===== src/rtl/pdcal_pkg.sv =====
// Shared types for the powerdown/calibration sequencer.
// Assumes: nothing beyond IEEE 1800-2017.
package pdcal_pkg;

    // Sequencer phases; encoding is internal only
    typedef enum logic [2:0] {
        SEQ_PWRDN   = 3'd0,
        SEQ_RESET   = 3'd1,
        SEQ_WAITREF = 3'd2,
        SEQ_CAL     = 3'd3,
        SEQ_ACQ     = 3'd4
    } seq_state_t;

endpackage


===== src/rtl/pdcal_sync.sv =====
// Multi-flop synchronizer for a slow asynchronous level.
// Assumes: the input changes far slower than clk; STAGES >= 2.
module pdcal_sync #(
    parameter int STAGES = 2
) (
    input  logic clk,
    input  logic rst_n,
    input  logic d_in,
    output logic q_out
);

    logic [STAGES-1:0] chain;

    // Shift the raw level through the flop chain, cleared to "not powered down"
    always_ff @(posedge clk) begin
        if (!rst_n) chain <= '0;
        else        chain <= {chain[STAGES-2:0], d_in};
    end

    assign q_out = chain[STAGES-1];

endmodule


===== src/rtl/pdcal_hightimer.sv =====
// Measures how long the synchronized input has been high, saturating at
// THRESH. long_enough is valid in the first low cycle after a high run,
// which is the cycle in which the sequencer sees the falling edge.
// Assumes: level is already synchronous to clk.
module pdcal_hightimer #(
    parameter int THRESH = 250
) (
    input  logic clk,
    input  logic rst_n,
    input  logic level,
    output logic long_enough
);

    localparam int CW = $clog2(THRESH + 1);
    localparam logic [CW-1:0] LIMIT = CW'(THRESH);

    logic [CW-1:0] hi_cnt;

    // Count high cycles, stop at the limit, clear on any low cycle
    always_ff @(posedge clk) begin
        if (!rst_n)          hi_cnt <= '0;
        else if (!level)     hi_cnt <= '0;
        else if (hi_cnt != LIMIT) hi_cnt <= hi_cnt + CW'(1);
    end

    assign long_enough = (hi_cnt == LIMIT);

    // the counter never runs past its threshold
    a_r10_cnt_saturates: assert property (@(posedge clk) disable iff (!rst_n)
        hi_cnt <= LIMIT);

    // once saturated, a continued high level keeps it saturated
    a_r10_sat_holds: assert property (@(posedge clk) disable iff (!rst_n)
        (long_enough && level) |=> long_enough);

endmodule


===== src/rtl/pdcal_fsm.sv =====
// Phase controller: powerdown, digital reset, wait for reference,
// calibration, lock acquisition. Drives all block outputs from its state.
// Assumes: pin_s is synchronized; ref_valid and cal_done are synchronous
// to clk; long_enough is valid in the first cycle pin_s is low.
module pdcal_fsm
    import pdcal_pkg::*;
#(
    parameter int RST_CYCLES = 8
) (
    input  logic clk,
    input  logic rst_n,
    input  logic pin_s,
    input  logic long_enough,
    input  logic ref_valid,
    input  logic cal_done,
    output logic cal_start,
    output logic out_park,
    output logic dig_rst,
    output logic alarm_hold,
    output logic acq_en
);

    localparam int RCW = (RST_CYCLES > 1) ? $clog2(RST_CYCLES) : 1;
    localparam logic [RCW-1:0] RST_LAST = RCW'(RST_CYCLES - 1);

    seq_state_t     state, nxt;
    logic [RCW-1:0] rst_cnt;
    logic           cal_req;

    // Next-phase selection; a high input overrides every phase
    always_comb begin
        nxt = state;
        if (pin_s) begin
            nxt = SEQ_PWRDN;
        end else begin
            case (state)
                SEQ_PWRDN:   nxt = SEQ_RESET;
                SEQ_RESET:   if (rst_cnt == RST_LAST)
                                 nxt = !cal_req   ? SEQ_ACQ :
                                       ref_valid  ? SEQ_CAL : SEQ_WAITREF;
                SEQ_WAITREF: if (ref_valid) nxt = SEQ_CAL;
                SEQ_CAL:     if (cal_done)  nxt = SEQ_ACQ;
                SEQ_ACQ:     nxt = SEQ_ACQ;
                default:     nxt = SEQ_RESET;
            endcase
        end
    end

    // Phase register; reset lands in the digital-reset phase
    always_ff @(posedge clk) begin
        if (!rst_n) state <= SEQ_RESET;
        else        state <= nxt;
    end

    // Length counter for the digital-reset phase
    always_ff @(posedge clk) begin
        if (!rst_n)                                 rst_cnt <= '0;
        else if (state == SEQ_RESET && nxt == SEQ_RESET) rst_cnt <= rst_cnt + RCW'(1);
        else                                        rst_cnt <= '0;
    end

    // Calibration request latched at release, dropped on launch or powerdown
    always_ff @(posedge clk) begin
        if (!rst_n)                                       cal_req <= 1'b0;
        else if (state == SEQ_PWRDN && nxt == SEQ_RESET)  cal_req <= long_enough;
        else if (nxt == SEQ_CAL || nxt == SEQ_PWRDN)      cal_req <= 1'b0;
    end

    // One-cycle launch pulse on entry to calibration
    always_ff @(posedge clk) begin
        if (!rst_n) cal_start <= 1'b0;
        else        cal_start <= (nxt == SEQ_CAL) && (state != SEQ_CAL);
    end

    assign out_park   = (state == SEQ_PWRDN);
    assign alarm_hold = (state == SEQ_PWRDN);
    assign dig_rst    = (state == SEQ_RESET);
    assign acq_en     = (state == SEQ_ACQ);

    // a synchronized high level parks the outputs on the next edge
    a_r8_high_parks: assert property (@(posedge clk) disable iff (!rst_n)
        pin_s |=> out_park);

    // a launch only happens with the reference seen on the deciding edge
    a_r5_start_needs_ref: assert property (@(posedge clk) disable iff (!rst_n)
        cal_start |-> $past(ref_valid));

    // the launch is a single-cycle pulse
    a_r5_start_one_cycle: assert property (@(posedge clk) disable iff (!rst_n)
        cal_start |=> !cal_start);

    // lock acquisition is left only for powerdown
    a_r7_acq_sticky: assert property (@(posedge clk) disable iff (!rst_n)
        (acq_en && !pin_s) |=> acq_en);

    // the reset-phase counter stays inside its window
    a_r3_rst_window: assert property (@(posedge clk) disable iff (!rst_n)
        rst_cnt <= RST_LAST);

    // waiting without a reference produces no launch
    a_r6_wait_quiet: assert property (@(posedge clk) disable iff (!rst_n)
        (state == SEQ_WAITREF && !ref_valid && !pin_s) |=> (!cal_start && !acq_en));

endmodule


===== src/rtl/pdcal_sequencer.sv =====
// Top of the powerdown/calibration sequencer: synchronizes the wire,
// times its high level and runs the phase controller.
// Assumes: clk frequency equals CLK_FREQ_MHZ; ref_valid and cal_done are
// synchronous to clk; pd_pin_raw is asynchronous.
module pdcal_sequencer #(
    parameter int CLK_FREQ_MHZ = 250,
    parameter int MIN_HIGH_NS  = 1000,
    parameter int RST_CYCLES   = 8,
    parameter int SYNC_STAGES  = 2
) (
    input  logic clk,
    input  logic rst_n,
    input  logic pd_pin_raw,
    input  logic ref_valid,
    input  logic cal_done,
    output logic cal_start,
    output logic out_park,
    output logic dig_rst,
    output logic alarm_hold,
    output logic acq_en
);

    localparam int MIN_HIGH_CYC = (CLK_FREQ_MHZ * MIN_HIGH_NS) / 1000;

    logic pin_s;
    logic long_enough;

    pdcal_sync #(
        .STAGES (SYNC_STAGES)
    ) u_sync (
        .clk   (clk),
        .rst_n (rst_n),
        .d_in  (pd_pin_raw),
        .q_out (pin_s)
    );

    pdcal_hightimer #(
        .THRESH (MIN_HIGH_CYC)
    ) u_timer (
        .clk         (clk),
        .rst_n       (rst_n),
        .level       (pin_s),
        .long_enough (long_enough)
    );

    pdcal_fsm #(
        .RST_CYCLES (RST_CYCLES)
    ) u_fsm (
        .clk         (clk),
        .rst_n       (rst_n),
        .pin_s       (pin_s),
        .long_enough (long_enough),
        .ref_valid   (ref_valid),
        .cal_done    (cal_done),
        .cal_start   (cal_start),
        .out_park    (out_park),
        .dig_rst     (dig_rst),
        .alarm_hold  (alarm_hold),
        .acq_en      (acq_en)
    );

endmodule


===== config.mk =====
export PLATFORM = sky130hd
export DESIGN_NAME = pdcal_sequencer
export DESIGN_NICKNAME = d
export VERILOG_FILES = /design/src/rtl/pdcal_pkg.sv /design/src/rtl/pdcal_sync.sv /design/src/rtl/pdcal_hightimer.sv /design/src/rtl/pdcal_fsm.sv /design/src/rtl/pdcal_sequencer.sv
export SDC_FILE = /design/constraint.sdc
export NUM_CORES = 1
export LEC_CHECK = 0
export ABC_AREA = 1
export BUFFER_PORTS_ARGS = -buffer_cell sky130_fd_sc_hd__buf_2
export CELL_PAD_IN_SITES_DETAIL_PLACEMENT = 0
export CELL_PAD_IN_SITES_GLOBAL_PLACEMENT = 2
export CORE_ASPECT_RATIO = 0.9
export CORE_MARGIN = 8
export CORE_UTILIZATION = 31
export DETAILED_ROUTE_END_ITERATION = 8
export GPL_TIMING_DRIVEN = 1
export PLACE_DENSITY_LB_ADDON = 0.2
export REMOVE_ABC_BUFFERS = 1
export SLEW_MARGIN = 15
export SYNTH_ARGS = -nofsm -noshare
export SYNTH_HDL_FRONTEND = slang
export SYNTH_SLANG_ARGS = --single-unit

===== constraint.sdc =====
create_clock -name clk -period 1.55 [get_ports clk]
set_input_delay 0.155 -clock clk [delete_from_list [all_inputs] [get_ports clk]]
set_output_delay 0.155 -clock clk [all_outputs]
set_load 0.03 [all_outputs]

==> results of run 1 <==
[cell usage in the layout (no fill, tap or decap), types with 5 or more instances in the layout]
cell / count
nor2_1: 13
nand2_1: 26
a21oi_1: 5
nor3_1: 5
dfxtp_1: 17
inv_1: 23
nand3_1: 9
buf_2: 9
[per-layer routing]
layer / track usage (%) / vias to the layer above / share of wire, %
met5: 0 / - / 0
met4: 2.29 / 0 / 1.0
met3: 3.75 / 2 / 7.2
met2: 10.6 / 18 / 39
met1: 10.2 / 341 / 53
li1: - / 416 / -
[registers in the layout, indices dropped and copies added (netlist names)]
register	cells
u_fsm.rst_cnt	3
u_fsm.cal_req	1
u_fsm.state	3
u_fsm.cal_start	1
u_sync.chain	2
u_timer.hi_cnt	8
[tightest hold or removal path: stages]
cell and delay [ns]:
buf_2 0.07, nand2_1 0.04, inv_1 0.04
[metrics by stage]
stage                     area (um^2)  std cells
final                            1040        176
after global routing             1040        176
after detailed placement          971        172
after global placement            971        172
after CTS                        1010        176
after floorplan                   876        123
[final cells by class]
cell class / instances / area, um^2
flip-flops and latches: 18 / 362
multi-input cells: 81 / 462
repair buffers: 9 / 45.0
clock buffers: 4 / 36.3
inverters: 24 / 90.1
fillers: 301 / 1680
well taps: 40 / 50.0
[power by group through the flow]
stage          clock network [mW]  logic (mW)  registers, mW
6_report                    0.283       0.113          0.492
3_3_place_gp                    0       0.110          0.498
3_5_place_dp                    0       0.109          0.498
2_1_floorplan                   0      0.0817          0.494
4_1_cts                     0.297       0.110          0.487
5_1_grt                     0.311       0.130          0.494
[kinds of logic after synthesis]
family	count (synthesis)	synth area share [%]
buf+inv	25	11.0
flops	18	40.8
compound gates	11	7.37
fa+ha+maj	4	5.67
simple gates	66	35.1
[repair_timing]
action | CTS | global route
endpoints found under the setup margin | 1 | 4
pin swaps | 0 | 4
resized for setup | 1 | 7
[worst max path at each step]
| stage | from | end | slack (ns) | depth (start not counted) |
|---|---|---|---|---|
| 6_report | u_fsm.rst_cnt[0]$_SDFF_PN0_ | u_fsm.cal_req$_SDFFE_PN0P_ | 0.13 | 11 |
| 5_1_grt | u_fsm.rst_cnt[0]$_SDFF_PN0_ | u_fsm.cal_req$_SDFFE_PN0P_ | -0.007 | 11 |
| 4_1_cts | u_fsm.rst_cnt[0]$_SDFF_PN0_ | u_fsm.cal_req$_SDFFE_PN0P_ | 0.02 | 11 |
| 3_5_place_dp | u_fsm.rst_cnt[0]$_SDFF_PN0_ | u_fsm.cal_req$_SDFFE_PN0P_ | 0.02 | 11 |
| 3_3_place_gp | u_fsm.rst_cnt[0]$_SDFF_PN0_ | u_fsm.cal_req$_SDFFE_PN0P_ | 0.09 | 11 |
| 2_1_floorplan | u_fsm.state[2]$_SDFF_PN0_ | u_fsm.rst_cnt[0]$_SDFF_PN0_ | 0.14 | 9 |
==> flow_metrics.tcl, run 1 <==
set metrics [dict create \
    slew-limit-headroom_pct 81.1 \
    yosys.area.top_type "dfxtp_1" \
    ir_drop_mv 0.461 \
    slew_violations 0 \
    grt_pass1_vias 681 \
    initial_core_util_pct 32.4 \
    r2r_end "u_fsm.cal_req$_SDFFE_PN0P_" \
    final.setup_skew_ns 0.000567 \
    drt_iter0_drc 30 \
    hold_depth 3 \
    syn_inst 124 \
    grt_max_degree 11 \
    yosys_most_used_dff "dfxtp_1" \
    r2r_slack_ns 0.13 \
    synth_cell_type_count 22 \
    cpMostUsedCell "nand2_1" \
    cap_violations 0 \
    die_y_um 66.6 \
    port_buffers 9 \
    wl_um 1740 \
    cts_buffer_depth 2 \
    crit_required_ns 1.78 \
    p_per_area_mw_per_mm2 851 \
    path_clk_slew_ns 0.10 \
    viasPerCell 4.41 \
    vias 777 \
    num-nets-final 146 \
    yosys-top-cells-area "dfxtp_1 (41%), nand2_1 (11%), inv_1 (9.8%), nor2_1 (5.9%), ha_1 (5.7%)" \
    p_leak_nw 0.477 \
    swShare_pct 25.8 \
    htreeDepth 1 \
    criticalPathCategory "reg -> reg" \
    dr.pass1.iters 4 \
    syn_avg_cell_area_um2 7.12 \
    setup_slack_ns 0.132 \
    crit_slowest_cell "dfxtp_2" \
    antenna_cells 0 \
    track_usage_pct 7.70 \
    hold_viol_final 0 \
    hp-class "in -> reg" \
    worstSetupStartpointType "flop" \
    reg2reg_from "u_fsm.rst_cnt[0]$_SDFF_PN0_" \
    root_buffer "clkbuf_4" \
    async_reset_ff_share_pct 0 \
    io_pins 10 \
    die-area_mm2 0.00482 \
    gr-total-overflow 0 \
    dp_hpwl_um 1330 \
    rows 18 \
    numCtsBuffers 3 \
    pwr-share-seq_pct 55.4 \
    preCtsSetupSlack_ns 0.0239 \
    synth_seq_area_share_pct 40.8 \
    synth_edf_count 0 \
    max_stage_delay_ns 0.35 \
    antenna_found_initial 0 \
    internal-power_mw 0.659 \
    power.switching_mw 0.229 \
    gp_congestion 0.751 \
    final_util_pct 38.3 \
    wire_per_inst_um 9.88 \
    fp.dieW_um 72.3 \
    path_buf_inv 2 \
    coreArea_mm2 0.00273 \
    cp_top_family "simple AND/OR/NAND/NOR gates" \
    status "complete, no violations" \
    syn2layout_area_growth_pct 18.3 \
    hp-start "pd_pin_raw" \
    ys_warn_count 0 \
    syn_area_um2 883 \
    crit_path_max_fanout 4 \
    finalCritPeriodShare_pct 91.5 \
    synthTopCellsByCount "nand2_1 (26), inv_1 (23), dfxtp_1 (18), nor2_1 (14), nand3_1 (10)" \
    ant_nets 0 \
    grt_pass1_wl_um 2950 \
    synth-seq-cells 18 \
    path_cells "ha_4 -> ha_4 -> nand2_1 -> inv_1 -> nand3_2 -> nand2_1 -> nor2_2 -> nand4_1 -> inv_1 -> nand2_1 -> a21oi_2" \
    fin_crit_ns 1.42 \
    yosys.area.top_type_share_pct 40.8 \
    setup_viol 0 \
    whs_ns 0.0407 \
    yosysMostFrequentCell "nand2_1" \
    arrival_ns 1.65 \
    finalPower_mw 0.889 \
    pwr-share-clk_pct 31.9 \
    worstMarginPinSlew_ns 0.283 \
    tns_ns 0 \
    remaining_drc_errors 0 \
    drive_gt1_share_pct 20.6 \
    min_to "u_sync.chain[0]$_SDFF_PN0_" \
    cts.sinks 18 \
    r2r_cells 11 \
    post_cts_buffers 0 \
    comb_power_share_pct 12.7 \
    cts_hold_buf 0 \
    fmax_mhz 705 \
    tritoncts "yes" \
    end_kind "flop" \
    clock_latency_ns 0.28 \
]
(Power assumes the default switching activity.)
==> inputs of run 2 (changes only) <==
- CORE_MARGIN: 8 -> unset
==> flow_metrics.tcl, run 2 (synthesis results as in run 1) <==
set metrics [dict create \
    coreArea_mm2 0.00257 \
    reg2reg_from "u_fsm.rst_cnt[0]$_SDFF_PN0_" \
    die_y_um 52.6 \
    slew_violations 0 \
    largest_reg_flops 8 \
    cp_top_family "simple AND/OR/NAND/NOR gates" \
    port_buffers 9 \
    largest-register "u_timer.hi_cnt" \
    path_buf_inv 2 \
    hp-class "in -> reg" \
    drive_gt1_share_pct 20.4 \
    antenna_cells 0 \
    dp_hpwl_um 1270 \
    fmax_mhz 702 \
    path_clk_slew_ns 0.09 \
    antenna_found_initial 0 \
    arrival_ns 1.65 \
    cts.sinks 18 \
    wl_um 1620 \
    fillerInstances 267 \
    grt_pass1_vias 699 \
    worst-path-stages 11 \
    die-area_mm2 0.00307 \
    gr-total-overflow 0 \
    tritoncts "yes" \
    worstMarginPinSlew_ns 0.255 \
    layout_common_cells "nand2_1 (26), inv_1 (23), dfxtp_1 (17)" \
    ir_drop_mv 0.483 \
    grt_pass1_wl_um 2950 \
    rows 17 \
    slew-limit-headroom_pct 83.0 \
    remaining_drc_errors 0 \
    r2r_cells 11 \
    io_pins 10 \
    initial_core_util_pct 34.3 \
    clock_latency_ns 0.28 \
    cap_violations 0 \
    vias 778 \
    ant_nets 0 \
    crit_path_max_fanout 4 \
    viasPerCell 4.45 \
    num-nets-final 147 \
    dr.pass1.iters 4 \
    end_kind "flop" \
    setup_viol 0 \
    crit_slowest_cell "dfxtp_2" \
    criticalPathCategory "reg -> reg" \
    crit_required_ns 1.77 \
    htreeDepth 1 \
    root_buffer "clkbuf_4" \
    endpoint "u_fsm.cal_req$_SDFFE_PN0P_" \
    cpMostUsedCell "nand2_1" \
    crit_start "u_fsm.rst_cnt[0]$_SDFF_PN0_" \
    syn2layout_area_growth_pct 18.4 \
    wire_per_inst_um 9.26 \
    track_usage_pct 13.0 \
    cts_buffer_depth 2 \
    rsz0062_at_grt "false" \
    whs_ns 0.0512 \
    p_per_area_mw_per_mm2 839 \
    finalPower_mw 0.878 \
    numCtsBuffers 3 \
    hold_viol_final 0 \
    r2r_slack_ns 0.13 \
    max_stage_delay_ns 0.35 \
    largestRegisters "u_timer.hi_cnt (8), u_fsm.rst_cnt (3), u_fsm.state (3)" \
    finalCritPeriodShare_pct 91.9 \
    grt_max_degree 11 \
    fp.dieW_um 58.3 \
    path_cells "ha_4 -> ha_4 -> nand2_1 -> inv_1 -> nand3_2 -> nand2_1 -> nor2_2 -> nand4_1 -> inv_1 -> nand2_1 -> a21oi_1" \
    p_leak_nw 0.482 \
    final_common_cell "nand2_1" \
    r2r_end "u_fsm.cal_req$_SDFFE_PN0P_" \
    worstSetupStartpointType "flop" \
    fin_crit_ns 1.42 \
    tns_ns 0 \
    status "complete, no violations" \
    drt_iter0_drc 18 \
    final.setup_skew_ns 0.00202 \
    gp_congestion 0.757 \
]
==> run 2: changes by cell type in the layout (fill, tap and decap cells not counted) <==
cell     delta
a21oi_1     +1
buf_4       +1
a21oi_2     -1
==> run 2: timing repair <==
action	CTS	global route
setup endpoints to repair	0	4
buffers inserted	0	1
gates resized for setup	0	7
hold buffers	0	0
==> run 2: cell type report <==
cell class / instances / area, um^2 / share of cell area (%)
inverter: 24 / 90.1 / 8.61
sequential: 18 / 362 / 34.6
multi-input combinational: 81 / 458 / 43.8
tap: 38 / 47.5 / 4.55
timing repair buffer: 10 / 52.6 / 5.02
clock buffer: 4 / 36.3 / 3.47
==> run 2: how the worst min path moves through the flow <==
stage	start	end	slack, ns	cells past startpoint
detailed placement	pd_pin_raw	u_sync.chain[0]$_SDFF_PN0_	0.35	3
finish	pd_pin_raw	u_sync.chain[0]$_SDFF_PN0_	0.05	3
floorplan	rst_n	u_fsm.state[0]$_SDFF_PN1_	0.22	1
CTS	pd_pin_raw	u_sync.chain[0]$_SDFF_PN0_	0.04	3
global route	pd_pin_raw	u_sync.chain[0]$_SDFF_PN0_	0.03	3
global placement	pd_pin_raw	u_sync.chain[0]$_SDFF_PN0_	0.34	3
==> run 2: stage by stage <==
| stage | instances | cell area, um^2 | util [%] | setup slack (ns) |
|---|---|---|---|---|
| 5_1_grt | 175 | 1050 | 40.6 | 0.0108 |
| 2_1_floorplan | 123 | 876 | - | 0.138 |
| 4_1_cts | 174 | 1000 | 39.0 | 0.0129 |
| 3_3_place_gp | 170 | 968 | 37.6 | 0.0900 |
| 3_5_place_dp | 170 | 968 | 37.6 | 0.0410 |
| 6_report | 175 | 1050 | 40.6 | 0.126 |
==> run 2: per-layer routing <==
metal | up-vias | share of wire (%) | global-route usage, %
met5 | - | 0 | 0
met4 | 0 | 0.74 | 3.57
met3 | 2 | 6.9 | 5.19
met2 | 19 | 39 | 18.6
met1 | 340 | 53 | 17.8
li1 | 417 | - | -
==> run 2: power breakdown <==
| group | switching [mW] | internal (mW) |
|---|---|---|
| registers | 0.0142 | 0.477 |
| logic | 0.0735 | 0.0383 |
| clock network | 0.131 | 0.143 |
==> run 2: worst min-delay path: cells and delay by family <==
family                 cells  cell delay, ns
AND/OR/NAND/NOR            1            0.04
buffers and inverters      2            0.12
==> inputs of run 3 (changes only) <==
- ABC_CLOCK_PERIOD_IN_PS: unset -> 1800
- CORE_UTILIZATION: 31 -> 33
- HOLD_SLACK_MARGIN: unset -> 0.12
- clock period: 1.55 -> 1.8 ns (I/O delays scaled with it)
==> flow_metrics.tcl, run 3 (synthesis results as in run 1) <==
set metrics [dict create \
    htreeDepth 1 \
    dpl_cell_area_um2 956 \
    gr-total-overflow 0 \
    p_leak_nw 0.477 \
    cts_hold_buf 1 \
    gp_congestion 0.731 \
    largest-register "u_timer.hi_cnt" \
    slew_violations 0 \
    drive_gt1_share_pct 15.4 \
    final_common_cell "nand2_1" \
    num-nets-final 147 \
    coreArea_mm2 0.00249 \
    rows 17 \
    dp_hpwl_um 1260 \
    numCtsBuffers 3 \
    status "complete, no violations" \
    initial_core_util_pct 35.5 \
    wl_um 1600 \
    finalCritPeriodShare_pct 84.0 \
    crit_path_max_fanout 4 \
    port_buffers 9 \
    drt_iter0_drc 18 \
    root_buffer "clkbuf_4" \
    remaining_drc_errors 0 \
    vias 775 \
    dr.pass1.iters 4 \
    r2r_slack_ns 0.29 \
    clock_latency_ns 0.29 \
    criticalPathCategory "reg -> reg" \
    fin_crit_ns 1.51 \
    arrival_ns 1.74 \
    regArea_um2 360 \
    final.setup_skew_ns 0.00869 \
    multiInputGateArea_um2 425 \
    io_pins 10 \
    post_cts_buffers 0 \
    p_per_area_mw_per_mm2 716 \
    grt_pass1_wl_um 3000 \
    hold_viol_final 0 \
    fmax_mhz 662 \
    antenna_cells 0 \
    cts.sinks 18 \
    crit_required_ns 2.03 \
    grt_pass1_vias 703 \
    worstSetupStartpointType "flop" \
    dr_wl_met2_um 607 \
    die_y_um 51.1 \
    track_usage_pct 13.3 \
    fillerInstances 272 \
    path_clk_slew_ns 0.10 \
    top_layer "met4" \
    layout_common_cells "nand2_1 (26), inv_1 (23), dfxtp_1 (18)" \
    grt_max_degree 10 \
    largest_reg_flops 8 \
    syn2layout_area_growth_pct 11.9 \
    cts_buffer_depth 2 \
    fp.dieW_um 56.5 \
    wire_per_inst_um 9.74 \
    antenna_found_initial 0 \
    tns_ns 0 \
    cap_violations 0 \
    viasPerCell 4.73 \
    die-area_mm2 0.00289 \
    ant_nets 0 \
    worstMarginPinSlew_ns 0.260 \
    ir_drop_mv 0.458 \
    setup_viol 0 \
    end_kind "flop" \
    met3_length_um 88 \
    tritoncts "yes" \
    final_cell_area_um2 988 \
    slew-limit-headroom_pct 82.6 \
    post_cts_resized 0 \
    hp-class "in -> reg" \
    wl_met1_um 887 \
    largestRegisters "u_timer.hi_cnt (8), u_fsm.rst_cnt (3), u_fsm.state (3)" \
    rsz0062_at_grt "false" \
]
[run 3: through the flow]
stage / utilization [%] / worst slack, ns / std cells / hold slack [ns] / power [mW]
final: 39.7 / 0.289 / 164 / 0.137 / 0.708
after global routing: 39.7 / 0.0738 / 164 / 0.126 / 0.752
after CTS: 39.7 / 0.274 / 164 / 0.127 / 0.717
after detailed placement: 38.4 / 0.281 / 160 / 0.367 / 0.522
after global placement: 38.4 / 0.340 / 160 / 0.362 / 0.522
after floorplan: - / 0.371 / 123 / 0.249 / 0.496
[run 3: critical path: stages (launching register included)]
cell and delay (ns):
dfxtp_1 0.32, ha_1 0.20, ha_1 0.22, nand2_1 0.08
inv_1 0.04, nand3_1 0.09, nand2_1 0.05, nor2_1 0.11
nand4_1 0.12, inv_1 0.08, nand2_1 0.04, a21oi_1 0.12
[run 3: routing by layer]
layer	track usage, %	vias to the layer above
met5	0	-
met4	3.66	0
met3	4.56	2
met2	18.8	22
met1	19.1	333
li1	-	418
[run 3: final cells by class]
| class | instances | share of cell area (%) |
|---|---|---|
| multi-input combinational | 81 | 43.0 |
| sequential | 18 | 36.5 |
| inverter | 24 | 9.11 |
| timing repair buffer | 10 | 5.57 |
| tap | 28 | 3.54 |
| clock buffer | 3 | 2.28 |
[run 3: where the power goes]
group / total [mW] / leakage [nW] / switching, mW / internal [mW]
Sequential: 0.419 / 0.146 / 0.00901 / 0.410
Clock: 0.194 / 0.0138 / 0.116 / 0.0777
Combinational: 0.0946 / 0.317 / 0.0626 / 0.0320
Total: 0.708 / 0.477 / 0.188 / 0.520
[run 3: path summary, 6_finish.rpt]
path                                from                          to  cells after the start
max          u_fsm.rst_cnt[0]$_SDFF_PN0_  u_fsm.cal_req$_SDFFE_PN0P_                     11
min                                rst_n   u_fsm.state[0]$_SDFF_PN1_                      2
max reg2reg  u_fsm.rst_cnt[0]$_SDFF_PN0_  u_fsm.cal_req$_SDFFE_PN0P_                     11
min reg2reg   u_sync.chain[0]$_SDFF_PN0_  u_sync.chain[1]$_SDFF_PN0_                      2
